### config.mk
export PLATFORM = sky130hd
export DESIGN_NAME = pic_cmd_seq
export DESIGN_NICKNAME = d
export VERILOG_FILES = /design/src/rtl/pic_cmd_pkg.sv /design/src/rtl/pic_ocw_decode.sv /design/src/rtl/pic_init_fsm.sv /design/src/rtl/pic_read_mux.sv /design/src/rtl/pic_cmd_seq.sv
export SDC_FILE = /design/constraint.sdc
export NUM_CORES = 1
export LEC_CHECK = 0
export ABC_AREA = 1
export BUFFER_PORTS_ARGS = -buffer_cell sky130_fd_sc_hd__buf_2
export CAP_MARGIN = 20
export CORE_ASPECT_RATIO = 0.75
export CORE_MARGIN = 2
export CORE_UTILIZATION = 30
export DETAILED_ROUTE_END_ITERATION = 12
export GPL_TIMING_DRIVEN = 0
export SYNTH_ARGS = -nofsm -noshare
export SYNTH_HDL_FRONTEND = slang
export SYNTH_HIERARCHICAL = 1
export SYNTH_SLANG_ARGS = --single-unit
### constraint.sdc
create_clock -name clk -period 1.35 [get_ports clk]
set_clock_uncertainty 0.15 [all_clocks]
set_input_delay 0.0675 -clock clk [delete_from_list [all_inputs] [get_ports clk]]
set_output_delay 0.0675 -clock clk [all_outputs]
set_load 0.05 [all_outputs]
### src/rtl/pic_cmd_pkg.sv
package pic_cmd_pkg;
  localparam int STB_W         = 7;
  localparam int S_EOI_NS      = 0;
  localparam int S_EOI_ROT     = 1;
  localparam int S_EOI_SPEC    = 2;
  localparam int S_SET_PRIO    = 3;
  localparam int S_EOI_ROTSPEC = 4;
  localparam int S_POLL_CLR    = 5;
  localparam int S_INIT        = 6;

  typedef enum logic [1:0] {
    PH_NORMAL  = 2'd0,
    PH_BASE    = 2'd1,
    PH_CASCADE = 2'd2,
    PH_MODE    = 2'd3
  } init_phase_e;
endpackage

### src/rtl/pic_ocw_decode.sv
module pic_ocw_decode
  import pic_cmd_pkg::*;
#(
  parameter int DW = 8,
  localparam int LW = $clog2(DW)
) (
  input  logic             wr_en,
  input  logic             addr,
  input  logic [DW-1:0]    wdata,
  output logic             init_hit,
  output logic             rdcmd_hit,
  output logic             rot_load,
  output logic [STB_W-1:0] stb_wr,
  output logic [LW-1:0]    line_wr
);
  logic [2:0] code;
  logic       op_hit;

  assign code      = wdata[7:5];
  assign init_hit  = wr_en && !addr && wdata[4];
  assign rdcmd_hit = wr_en && !addr && !wdata[4] && wdata[3];
  assign op_hit    = wr_en && !addr && !wdata[4] && !wdata[3];
  assign rot_load  = op_hit && (code[1:0] == 2'b00);

  always_comb begin
    stb_wr  = '0;
    line_wr = '0;
    if (init_hit) begin
      stb_wr[S_INIT] = 1'b1;
    end else if (op_hit) begin
      case (code)
        3'd1: stb_wr[S_EOI_NS]  = 1'b1;
        3'd5: stb_wr[S_EOI_ROT] = 1'b1;
        3'd3: begin
          stb_wr[S_EOI_SPEC] = 1'b1;
          line_wr            = wdata[LW-1:0];
        end
        3'd6: begin
          stb_wr[S_SET_PRIO] = 1'b1;
          line_wr            = wdata[LW-1:0];
        end
        3'd7: begin
          stb_wr[S_EOI_ROTSPEC] = 1'b1;
          line_wr               = wdata[LW-1:0];
        end
        default: ;
      endcase
    end
  end
endmodule

### src/rtl/pic_init_fsm.sv
module pic_init_fsm
  import pic_cmd_pkg::*;
#(
  parameter int DW = 8,
  localparam int LW     = $clog2(DW),
  localparam int BASE_W = DW - LW
) (
  input  logic              clk,
  input  logic              rst,
  input  logic              wr_en,
  input  logic              addr,
  input  logic [DW-1:0]     wdata,
  input  logic              init_hit,
  output init_phase_e       phase,
  output logic [BASE_W-1:0] vec_base,
  output logic              nested,
  output logic              aeoi
);
  logic need_mode;
  logic unused_bits;

  assign unused_bits = wdata[2];

  always_ff @(posedge clk) begin
    if (rst) begin
      phase     <= PH_NORMAL;
      need_mode <= 1'b0;
      vec_base  <= '0;
      nested    <= 1'b0;
      aeoi      <= 1'b0;
    end else if (init_hit) begin
      phase     <= PH_BASE;
      need_mode <= wdata[0];
      vec_base  <= '0;
      nested    <= 1'b0;
      aeoi      <= 1'b0;
    end else if (wr_en && addr) begin
      case (phase)
        PH_BASE: begin
          vec_base <= wdata[DW-1 -: BASE_W];
          phase    <= PH_CASCADE;
        end
        PH_CASCADE: phase <= need_mode ? PH_MODE : PH_NORMAL;
        PH_MODE: begin
          nested <= wdata[4];
          aeoi   <= wdata[1];
          phase  <= PH_NORMAL;
        end
        default: ;
      endcase
    end
  end

  AST_CASCADE_EXIT: assert property (@(posedge clk) disable iff (rst)
    (phase == PH_CASCADE && wr_en && addr) |=> (phase == PH_MODE || phase == PH_NORMAL));
  AST_MODE_EXIT: assert property (@(posedge clk) disable iff (rst)
    (phase == PH_MODE && wr_en && addr) |=> (phase == PH_NORMAL));
endmodule

### src/rtl/pic_read_mux.sv
module pic_read_mux #(
  parameter int DW = 8,
  localparam int LW = $clog2(DW)
) (
  input  logic          addr,
  input  logic          poll,
  input  logic          rd_sel,
  input  logic [DW-1:0] pend,
  input  logic [DW-1:0] insvc,
  input  logic [DW-1:0] mask,
  input  logic          best_valid,
  input  logic [LW-1:0] best_line,
  output logic [DW-1:0] rdata_nxt
);
  always_comb begin
    if (poll)
      rdata_nxt = best_valid ? {{(DW-LW){1'b0}}, best_line} : DW'(7);
    else if (!addr)
      rdata_nxt = rd_sel ? insvc : pend;
    else
      rdata_nxt = mask;
  end
endmodule

### src/rtl/pic_cmd_seq.sv
module pic_cmd_seq
  import pic_cmd_pkg::*;
#(
  parameter int DW = 8,
  localparam int LW     = $clog2(DW),
  localparam int BASE_W = DW - LW
) (
  input  logic              clk,
  input  logic              rst,
  input  logic              addr,
  input  logic              wr_en,
  input  logic              rd_en,
  input  logic [DW-1:0]     wdata,
  input  logic [DW-1:0]     pend_in,
  input  logic [DW-1:0]     insvc_in,
  input  logic              best_valid,
  input  logic [LW-1:0]     best_line,
  output logic [DW-1:0]     mask_reg,
  output logic [BASE_W-1:0] vec_base,
  output logic [DW-1:0]     vector,
  output logic [1:0]        init_phase,
  output logic              auto_eoi,
  output logic              rot_on_aeoi,
  output logic              nested_mode,
  output logic              special_mask,
  output logic              read_isr,
  output logic              poll_armed,
  output logic [STB_W-1:0]  cmd_stb,
  output logic [LW-1:0]     cmd_line,
  output logic [DW-1:0]     rdata
);
  logic             init_hit, rdcmd_hit, rot_load, rd_go;
  logic [STB_W-1:0] stb_wr;
  logic [LW-1:0]    line_wr;
  logic [DW-1:0]    rdata_nxt;
  init_phase_e      phase;

  assign rd_go = rd_en && !wr_en;

  pic_ocw_decode #(.DW(DW)) u_dec (
    .wr_en(wr_en), .addr(addr), .wdata(wdata),
    .init_hit(init_hit), .rdcmd_hit(rdcmd_hit), .rot_load(rot_load),
    .stb_wr(stb_wr), .line_wr(line_wr)
  );

  pic_init_fsm #(.DW(DW)) u_init (
    .clk(clk), .rst(rst), .wr_en(wr_en), .addr(addr), .wdata(wdata),
    .init_hit(init_hit), .phase(phase), .vec_base(vec_base),
    .nested(nested_mode), .aeoi(auto_eoi)
  );

  pic_read_mux #(.DW(DW)) u_rmux (
    .addr(addr), .poll(poll_armed), .rd_sel(read_isr),
    .pend(pend_in), .insvc(insvc_in), .mask(mask_reg),
    .best_valid(best_valid), .best_line(best_line), .rdata_nxt(rdata_nxt)
  );

  assign init_phase = phase;
  assign vector     = {vec_base, best_line};

  always_ff @(posedge clk) begin
    if (rst) begin
      mask_reg     <= '0;
      read_isr     <= 1'b0;
      poll_armed   <= 1'b0;
      special_mask <= 1'b0;
      rot_on_aeoi  <= 1'b0;
      cmd_stb      <= '0;
      cmd_line     <= '0;
      rdata        <= '0;
    end else begin
      cmd_stb  <= stb_wr;
      cmd_line <= line_wr;
      if (init_hit) begin
        mask_reg     <= '0;
        read_isr     <= 1'b0;
        poll_armed   <= 1'b0;
        special_mask <= 1'b0;
        rot_on_aeoi  <= 1'b0;
      end else if (rdcmd_hit) begin
        if (wdata[2]) poll_armed   <= 1'b1;
        if (wdata[1]) read_isr     <= wdata[0];
        if (wdata[6]) special_mask <= wdata[5];
      end else if (rot_load) begin
        rot_on_aeoi <= wdata[7];
      end else if (wr_en && addr && phase == PH_NORMAL) begin
        mask_reg <= wdata;
      end
      if (rd_go) begin
        rdata <= rdata_nxt;
        if (poll_armed) begin
          poll_armed <= 1'b0;
          if (best_valid) begin
            cmd_stb             <= '0;
            cmd_stb[S_POLL_CLR] <= 1'b1;
            cmd_line            <= best_line;
          end
        end
      end
    end
  end

  AST_STB_ONEHOT: assert property (@(posedge clk) disable iff (rst)
    $onehot0(cmd_stb));
  AST_INIT_CLEARS: assert property (@(posedge clk) disable iff (rst)
    (wr_en && !addr && wdata[4]) |=> (mask_reg == '0 && init_phase == 2'd1 && cmd_stb[S_INIT] && !poll_armed));
  AST_MASK_HELD: assert property (@(posedge clk) disable iff (rst)
    (init_phase != 2'd0 && !(wr_en && !addr && wdata[4])) |=> $stable(mask_reg));
  AST_POLL_DISARM: assert property (@(posedge clk) disable iff (rst)
    (rd_en && !wr_en && poll_armed) |=> !poll_armed);
  AST_POLL_EMPTY: assert property (@(posedge clk) disable iff (rst)
    (rd_en && !wr_en && poll_armed && !best_valid) |=> (rdata == DW'(7) && cmd_stb == '0));
  AST_RW_CLASH: assert property (@(posedge clk) disable iff (rst)
    (wr_en && rd_en) |=> $stable(rdata));
endmodule

==> qor.json, run 1 <==
{
  "outcome": {"value": "finished with violations"},
  "violations": {"value": "negative hold slack"},
  "hold_start": {"value": "rst"},
  "finalSetupTns": {"value": 0, "unit": "ns"},
  "die_area": {"value": 7760, "unit": "µm²"},
  "nets": {"value": 465},
  "mappedNetlistNets": {"value": 367},
  "biggest_area_consumer_among_synthesized_cells": {"value": "sky130_fd_sc_hd__dfxtp_1"},
  "tritoncts_clock_tree": {"value": "done"},
  "post_cts.repair.setup_buffers": {"value": 0},
  "grt_pass1_vias": {"value": 2084},
  "power.density_cell_area": {"value": 902, "unit": "nW/µm²"},
  "globalRouteOverflowTotal": {"value": 0},
  "grt_max_degree": {"value": 13},
  "drt_pre_antenna_iters": {"value": 4},
  "postSynth.topFlopCell": {"value": "sky130_fd_sc_hd__dfxtp_1"},
  "dpl-instance-area": {"value": 2630, "unit": "µm²"},
  "syn_inst": {"value": 330},
  "holdWs": {"value": -0.000195, "unit": "ns"},
  "initial_utilization": {"value": 0.310},
  "place_ws": {"value": -0.360, "unit": "ns"},
  "unrepaired_setup_endpoints_after_global_routing": {"value": "false"},
  "worst_hold_path.endpoint": {"value": "u_init/phase[1]$_SDFFE_PP0P_"},
  "worstRegToRegCells": {"value": 7},
  "cts-htree-levels": {"value": 2},
  "final_period_minus_worst_setup_slack": {"value": 1.28, "unit": "ns"},
  "vias": {"value": 2230},
  "num_io_pins": {"value": 80},
  "netlist.area_leader.share": {"value": 0.378},
  "drt_iter0_drc": {"value": 82},
  "cts.sinks": {"value": 40},
  "final_cell_area": {"value": 2900, "unit": "µm²"},
  "initial_antenna_violation_count": {"value": 0},
  "drt_drc_violations_left": {"value": 0},
  "asyncSetResetFlopFracSynth": {"value": 0},
  "core_region": {"value": 6830, "unit": "µm²"},
  "die_h": {"value": 76.8, "unit": "µm"},
  "final-seq-area": {"value": 813, "unit": "µm²"},
  "final_antenna_net_count": {"value": 0},
  "crit_path_end_kind": {"value": "primary output"},
  "gp_congestion": {"value": 0.825},
  "synth_enable_flop_cells": {"value": 0},
  "yosysWarningCount": {"value": 6},
  "rr_endpoint": {"value": "u_init/vec_base[3]$_SDFFE_PP0P_"},
  "synth_seq_cells": {"value": 40},
  "holdPathStages": {"value": 4},
  "critPathArrivalTime": {"value": 1.06, "unit": "ns"},
  "synth.yosys.seq_area_share": {"value": 0.378},
  "std_cell_rows": {"value": 26},
  "reg2reg_from": {"value": "u_init/phase[1]$_SDFFE_PP0P_"},
  "cts_buffers": {"value": 5},
  "max_cap_viol_count": {"value": 0},
  "detailedPlacementHpwl": {"value": 4.47, "unit": "mm"},
  "critical_path_required": {"value": 1.13, "unit": "ns"},
  "synth_cell_types": {"value": 23},
  "final_critical_path_setup_slack": {"value": 0.0699, "unit": "ns"},
  "routedWlPerCell": {"value": 11.7, "unit": "µm"},
  "port_buffers": {"value": 79},
  "num-fill-cells": {"value": 710},
  "max_clock_freq": {"value": 781, "unit": "MHz"},
  "post_synth_instance_area": {"value": 2120, "unit": "µm²"},
  "total_leakage_power": {"value": 1.61, "unit": "nW"},
  "clock_slew_seen_by_the_registers_of_the_worst_setup_and_hold_paths": {"value": 0.08, "unit": "ns"},
  "cts.root.buffer_cell": {"value": "sky130_fd_sc_hd__clkbuf_8"},
  "finalCritPeriodShare": {"value": 0.948},
  "max-vdd-ir-drop": {"value": 0.000356, "unit": "V"},
  "worst-setup-path-type": {"value": "primary input to primary output"},
  "timing.final.setup_violations": {"value": 0},
  "synth_top_cells_by_count": {"value": "77 x sky130_fd_sc_hd__nor2_1, 73 x sky130_fd_sc_hd__nand2_1, 46 x sky130_fd_sc_hd__inv_1, 40 x sky130_fd_sc_hd__dfxtp_1, 24 x sky130_fd_sc_hd__nand3_1"},
  "drt_wl_total": {"value": 6.00, "unit": "mm"},
  "hold_viol": {"value": 1},
  "area_delta_synth_final": {"value": 36.7, "unit": "%"},
  "global_route_wire_length_before_repair": {"value": 9.72, "unit": "mm"},
  "grt_use_total": {"value": 0.156},
  "yosysMostFrequentCell": {"value": "sky130_fd_sc_hd__nor2_1"},
  "detail_route.vias_per_cell": {"value": 4.35},
  "synth.top_cells.by_area": {"value": "sky130_fd_sc_hd__dfxtp_1 38%, sky130_fd_sc_hd__nor2_1 14%, sky130_fd_sc_hd__nand2_1 13%"},
  "horizontal_die_dimension": {"value": 101, "unit": "µm"},
  "number_of_diodes_added_for_antenna_fixing": {"value": 0},
  "critical_path.max_fanout": {"value": 3},
  "power.total": {"value": 0.00261, "unit": "W"},
  "post_route_cells_drive_above_1_share": {"value": 0.308},
  "reg2reg_slack": {"value": 0.07, "unit": "ns"},
  "cp-start-kind": {"value": "primary input"},
  "postSynthAreaPerCell": {"value": 6.42, "unit": "µm²"},
  "slew_viols_final": {"value": 0},
  "clock_insertion_delay_worst_skew": {"value": 0.29, "unit": "ns"},
  "area_taken_by_multi_input_logic_gates": {"value": 1040, "unit": "µm²"},
  "min-delay-path-class": {"value": "primary input to flip-flop"},
  "clock_path_buffers": {"value": 2}
}
[through the flow]
step | std cells | utilization
6_report | 513 | 0.424
2_1_floorplan | 330 | -
4_1_cts | 514 | 0.418
3_3_place_gp | 493 | 0.385
3_5_place_dp | 493 | 0.385
5_1_grt | 513 | 0.424
[logic make-up (layout without fill, tap and decap cells)]
group	after synthesis	count (layout)	synth area share
buffers and inverters	67	166	0.154
AND/OR/NAND/NOR	191	191	0.378
flip-flops	40	40	0.378
other	1	1	0.00177
AO/OA/AOI/OAI	27	27	0.0650
adder cells (fa/ha/maj)	4	4	0.0236
[power by group]
part,total (W),internal (W),switching [W]
sequential,0.00124,0.00121,0.0000257
clock,0.000828,0.000408,0.000420
combinational,0.000544,0.000177,0.000368
[worst max path at each step]
stage,from,end,slack [ns]
floorplan,u_init/phase[0]$_SDFFE_PP0P_,u_init/phase[0]$_SDFFE_PP0P_,0.007
global placement,wr_en,poll_armed$_SDFF_PP0_,-0.37
detailed placement,wr_en,poll_armed$_SDFF_PP0_,-0.36
CTS,u_init/phase[1]$_SDFFE_PP0P_,mask_reg[4]$_SDFFE_PP0P_,0.003
global route,u_init/phase[1]$_SDFFE_PP0P_,u_init/vec_base[4]$_SDFFE_PP0P_,0.002
finish,best_line[0],vector[0],0.07
[critical path, stage by stage]
cell	delay [ns]
sky130_fd_sc_hd__dlygate4sd3_1	0.52
sky130_fd_sc_hd__buf_2	0.13
sky130_fd_sc_hd__buf_4	0.10
sky130_fd_sc_hd__buf_2	0.25
[layout by cell type (no fill, tap or decap), types with 2 or more instances in the layout]
master / instances
sky130_fd_sc_hd__inv_1: 44
sky130_fd_sc_hd__dfxtp_4: 3
sky130_fd_sc_hd__nand4_1: 2
sky130_fd_sc_hd__nor2_1: 72
sky130_fd_sc_hd__nand2_1: 73
sky130_fd_sc_hd__ha_1: 3
sky130_fd_sc_hd__nand3_1: 23
sky130_fd_sc_hd__inv_2: 5
sky130_fd_sc_hd__clkinv_2: 2
sky130_fd_sc_hd__dlygate4sd3_1: 13
sky130_fd_sc_hd__nor2_4: 4
sky130_fd_sc_hd__clkbuf_8: 6
sky130_fd_sc_hd__o21ai_0: 19
sky130_fd_sc_hd__buf_2: 81
sky130_fd_sc_hd__nand3_2: 3
sky130_fd_sc_hd__buf_4: 11
sky130_fd_sc_hd__nor2_2: 8
sky130_fd_sc_hd__nand2_2: 2
sky130_fd_sc_hd__buf_6: 3
sky130_fd_sc_hd__a21oi_1: 7
sky130_fd_sc_hd__dfxtp_1: 36
sky130_fd_sc_hd__or2_1: 2
[cell type report]
type,count,area share
multi-input combinational,223,0.360
sequential,40,0.281
timing repair buffer,92,0.182
inverter,50,0.0657
buffer,16,0.0428
tap,84,0.0363
clock buffer,6,0.0285
clock inverter,2,0.00346
[what timing repair did]
item	CTS	global route
pin swaps	0	3
endpoints found under the hold margin	24	0
hold buffers	13	0
gates resized for setup	2	14
setup endpoints to repair	7	19
[metal layers]
metal	up-vias	track usage	wire (µm)
li1	1189	-	-
met1	968	0.218	3030
met2	69	0.243	2530
met3	4	0.0392	411
met4	0	0.0365	27
met5	-	0	0
No activity file was read; power rests on OpenSTA's default activity.
==> inputs of run 2 (changes only) <==
- SKIP_LAST_GASP: not set -> 1
- clock period: 1.35 -> 1.2 ns (I/O delays scaled with it)
==> run 2 against run 1 <==
Compared with the run above: the run ends with negative hold slack, negative setup slack left; highest routed layer unchanged; non-clock buffer count rose by 5; global-route usage rose by 0.98 points; critical endpoint is now u_init/phase[1]$_SDFFE_PP0P_; utilization rose by 2.9 points; sequential share of layout area fell by 1.4 points; clock power rose by 11%; routed wire length rose by 5.6%.
==> qor.json, run 2 (synthesis results as in run 1) <==
{
  "post_route_cells_drive_above_1_share": {"value": 0.403, "change": "+0.0955"},
  "die_h": {"value": 76.8, "unit": "µm", "change": "unchanged"},
  "crit_path_end_kind": {"value": "flip-flop"},
  "share_of_total_power_in_sequential_cells": {"value": 0.471, "change": "-0.003"},
  "tritoncts_clock_tree": {"value": "done"},
  "drt_pre_antenna_iters": {"value": 4, "change": "unchanged"},
  "unrepaired_setup_endpoints_after_global_routing": {"value": "true"},
  "cts.root.buffer_cell": {"value": "sky130_fd_sc_hd__clkbuf_8"},
  "number_of_diodes_added_for_antenna_fixing": {"value": 0, "change": "unchanged"},
  "placed_cells_incl_taps": {"value": 493, "change": "unchanged"},
  "max_clock_freq": {"value": 789, "unit": "MHz"},
  "power_switching_share": {"value": 0.309, "change": "-0.00310"},
  "core_region": {"value": 6830, "unit": "µm²", "change": "unchanged"},
  "clock_path_buffers": {"value": 2, "change": "unchanged"},
  "detailedPlacementHpwl": {"value": 4.54, "unit": "mm", "change": "+1.6%"},
  "area_delta_synth_final": {"value": 46.2, "unit": "%"},
  "drt_drc_violations_left": {"value": 0, "change": "unchanged"},
  "worst_pin_slew": {"value": 0.550, "unit": "ns"},
  "mostFrequentLayoutCells": {"value": "77 x sky130_fd_sc_hd__buf_2, 67 x sky130_fd_sc_hd__nor2_1, 60 x sky130_fd_sc_hd__nand2_1"},
  "finalSetupTns": {"value": -0.347, "unit": "ns", "change": "-0.347 ns"},
  "place_ws": {"value": -0.388, "unit": "ns", "change": "-0.0282 ns"},
  "final_antenna_net_count": {"value": 0, "change": "unchanged"},
  "power.density_cell_area": {"value": 956, "unit": "nW/µm²", "change": "+6.1%"},
  "initial_antenna_violation_count": {"value": 0, "change": "unchanged"},
  "cts-htree-levels": {"value": 2, "change": "unchanged"},
  "detail_route.vias_per_cell": {"value": 4.46, "change": "+2.5%"},
  "drt_iter0_drc": {"value": 87, "change": "+6.1%"},
  "routedWlPerCell": {"value": 12.2, "unit": "µm", "change": "+4.6%"},
  "critical_path.max_fanout": {"value": 6, "change": "+3"},
  "finalNonFillerCells": {"value": 518, "change": "+0.97%"},
  "cp_cell_sequence": {"value": "inv_4, ha_4, or2_1, nand2_1, nand2_1, nor2_1"},
  "slowest_delay": {"value": 0.42, "unit": "ns", "change": "-0.10 ns"},
  "num_io_pins": {"value": 80, "change": "unchanged"},
  "final_critical_path_setup_slack": {"value": -0.0673, "unit": "ns", "change": "-0.137 ns"},
  "globalRouteOverflowTotal": {"value": 0, "change": "unchanged"},
  "final_period_minus_worst_setup_slack": {"value": 1.27, "unit": "ns"},
  "nets": {"value": 470, "change": "+1.1%"},
  "vias": {"value": 2308, "change": "+3.5%"},
  "critPathArrivalTime": {"value": 1.34, "unit": "ns", "change": "+0.28 ns"},
  "grt_use_total": {"value": 0.166, "change": "+0.00982"},
  "timing.final.setup_violations": {"value": 12, "change": "+12"},
  "layout_commonest_cell": {"value": "sky130_fd_sc_hd__buf_2"},
  "cp.buffers_inverters": {"value": 1, "change": "-3"},
  "num-fill-cells": {"value": 708, "change": "-0.28%"},
  "cp-start-kind": {"value": "flip-flop"},
  "gp_congestion": {"value": 0.832, "change": "+0.74%"},
  "die_area": {"value": 7760, "unit": "µm²", "change": "unchanged"},
  "crit_slowest_cell": {"value": "sky130_fd_sc_hd__dfxtp_4"},
  "clock_power_share": {"value": 0.311, "change": "-0.006"},
  "violations": {"value": "negative hold slack, negative setup slack"},
  "outcome": {"value": "finished with violations"},
  "min-delay-path-class": {"value": "primary input to flip-flop"},
  "max_cap_viol_count": {"value": 0, "change": "unchanged"},
  "switchingPower": {"value": 0.000914, "unit": "W", "change": "+12%"},
  "total_leakage_power": {"value": 1.64, "unit": "nW", "change": "+1.8%"},
  "internal_power": {"value": 0.00205, "unit": "W", "change": "+14%"},
  "initial_utilization": {"value": 0.310, "change": "unchanged"},
  "grt_max_degree": {"value": 12, "change": "-1"},
  "port_buffers": {"value": 79, "change": "unchanged"},
  "critical-path-top-delay-family": {"value": "simple AND/OR/NAND/NOR gates"},
  "critical_path_required": {"value": 1.27, "unit": "ns", "change": "+0.14 ns"},
  "cts_buffers": {"value": 5, "change": "unchanged"},
  "cts.sinks": {"value": 40, "change": "unchanged"},
  "relative_contribution_of_combinational_cells_to_total_power": {"value": 0.218, "change": "+0.010"},
  "dpl-instance-area": {"value": 2660, "unit": "µm²", "change": "+1.2%"},
  "finalCritPeriodShare": {"value": 1.06},
  "slew_headroom": {"value": 0.631},
  "clock_insertion_delay_worst_skew": {"value": 0.29, "unit": "ns", "change": "about the same"},
  "final_cell_area": {"value": 3100, "unit": "µm²", "change": "+7.0%"},
  "std_cell_rows": {"value": 26, "change": "unchanged"},
  "cp_common_cell": {"value": "sky130_fd_sc_hd__nand2_1"},
  "max-vdd-ir-drop": {"value": 0.000494, "unit": "V", "change": "+39%"},
  "worst-setup-path-type": {"value": "flip-flop to flip-flop"},
  "holdWs": {"value": -0.00815, "unit": "ns", "change": "-0.00795 ns"},
  "clock_slew_seen_by_the_registers_of_the_worst_setup_and_hold_paths": {"value": 0.08, "unit": "ns", "change": "about the same"},
  "global_route_wire_length_before_repair": {"value": 10.3, "unit": "mm", "change": "+5.5%"},
  "hold_viol": {"value": 2, "change": "+1"},
  "grt_pass1_vias": {"value": 2222, "change": "+6.6%"},
  "slew_viols_final": {"value": 0, "change": "unchanged"},
  "horizontal_die_dimension": {"value": 101, "unit": "µm", "change": "unchanged"},
  "drt_wl_total": {"value": 6.34, "unit": "mm", "change": "+5.6%"}
}
## run 2: cell types whose count changed in the layout (fill, tap and decap cells not counted), moves of 7 or more
| cell | previous run | this run |
|---|---|---|
| sky130_fd_sc_hd__nand3_1 | 23 | 16 |
| sky130_fd_sc_hd__dfxtp_1 | 36 | 28 |
| sky130_fd_sc_hd__nand2_1 | 73 | 60 |
| sky130_fd_sc_hd__buf_4 | 11 | 19 |
| sky130_fd_sc_hd__nand2_2 | 2 | 13 |
| sky130_fd_sc_hd__dfxtp_2 | 1 | 8 |
## run 2: final timing paths
| path | startpoint | endpoint | slack (ns) | cells past startpoint |
|---|---|---|---|---|
| max | u_init/phase[0]$_SDFFE_PP0P_ | u_init/phase[1]$_SDFFE_PP0P_ | -0.07 | 6 |
| min | best_line[0] | rdata[0]$_SDFFE_PP0P_ | -0.008 | 5 |
| max reg2reg | u_init/phase[0]$_SDFFE_PP0P_ | u_init/phase[1]$_SDFFE_PP0P_ | -0.07 | 6 |
| min reg2reg | poll_armed$_SDFF_PP0_ | poll_armed$_SDFF_PP0_ | 0.32 | 1 |
## run 2: what timing repair did
action,4_1_cts,5_1_grt
hold buffers,11,1
resized for setup,18,38
pin swaps,15,29
setup buffers,1,3
endpoints found under the setup margin,26,29
hold endpoints to repair,24,2
cloned,1,0
## run 2: power by group through the flow
stage               clock network [W]  registers, W  logic, W
detailed placement                  0       0.00143  0.000568
floorplan                           0       0.00157  0.000241
CTS                          0.000956       0.00140  0.000611
finish                       0.000920       0.00140  0.000645
global route                  0.00101       0.00140  0.000705
global placement                    0       0.00143  0.000564
## run 2: metrics by stage
stage	power, W	utilization
floorplan	0.00181	-
global placement	0.00199	0.390
detailed placement	0.00200	0.390
CTS	0.00296	0.430
global route	0.00312	0.453
finish	0.00296	0.453
## run 2: per-layer routing
layer	GRT usage	vias to the layer above	wire (µm)
met3	0.0447	8	440
li1	-	1199	-
met5	0	-	0
met4	0.0649	0	68
met2	0.257	73	2760
met1	0.219	1028	3070
## run 2: worst register-to-register path, cell delays in order (launching register included)
cell	delay, ns
sky130_fd_sc_hd__dfxtp_4	0.42
sky130_fd_sc_hd__inv_4	0.06
sky130_fd_sc_hd__ha_4	0.14
sky130_fd_sc_hd__or2_1	0.22
sky130_fd_sc_hd__nand2_1	0.07
sky130_fd_sc_hd__nand2_1	0.05
sky130_fd_sc_hd__nor2_1	0.10
## run 2: area by class of cell
class | count | area [µm²] | share of cell area
multi-input combinational | 223 | 1170 | 0.379
timing repair buffer | 96 | 566 | 0.183
buffer | 17 | 135 | 0.0436
tap | 84 | 105 | 0.0339
inverter | 50 | 203 | 0.0655
sequential | 40 | 826 | 0.267
clock buffer | 8 | 90.1 | 0.0291
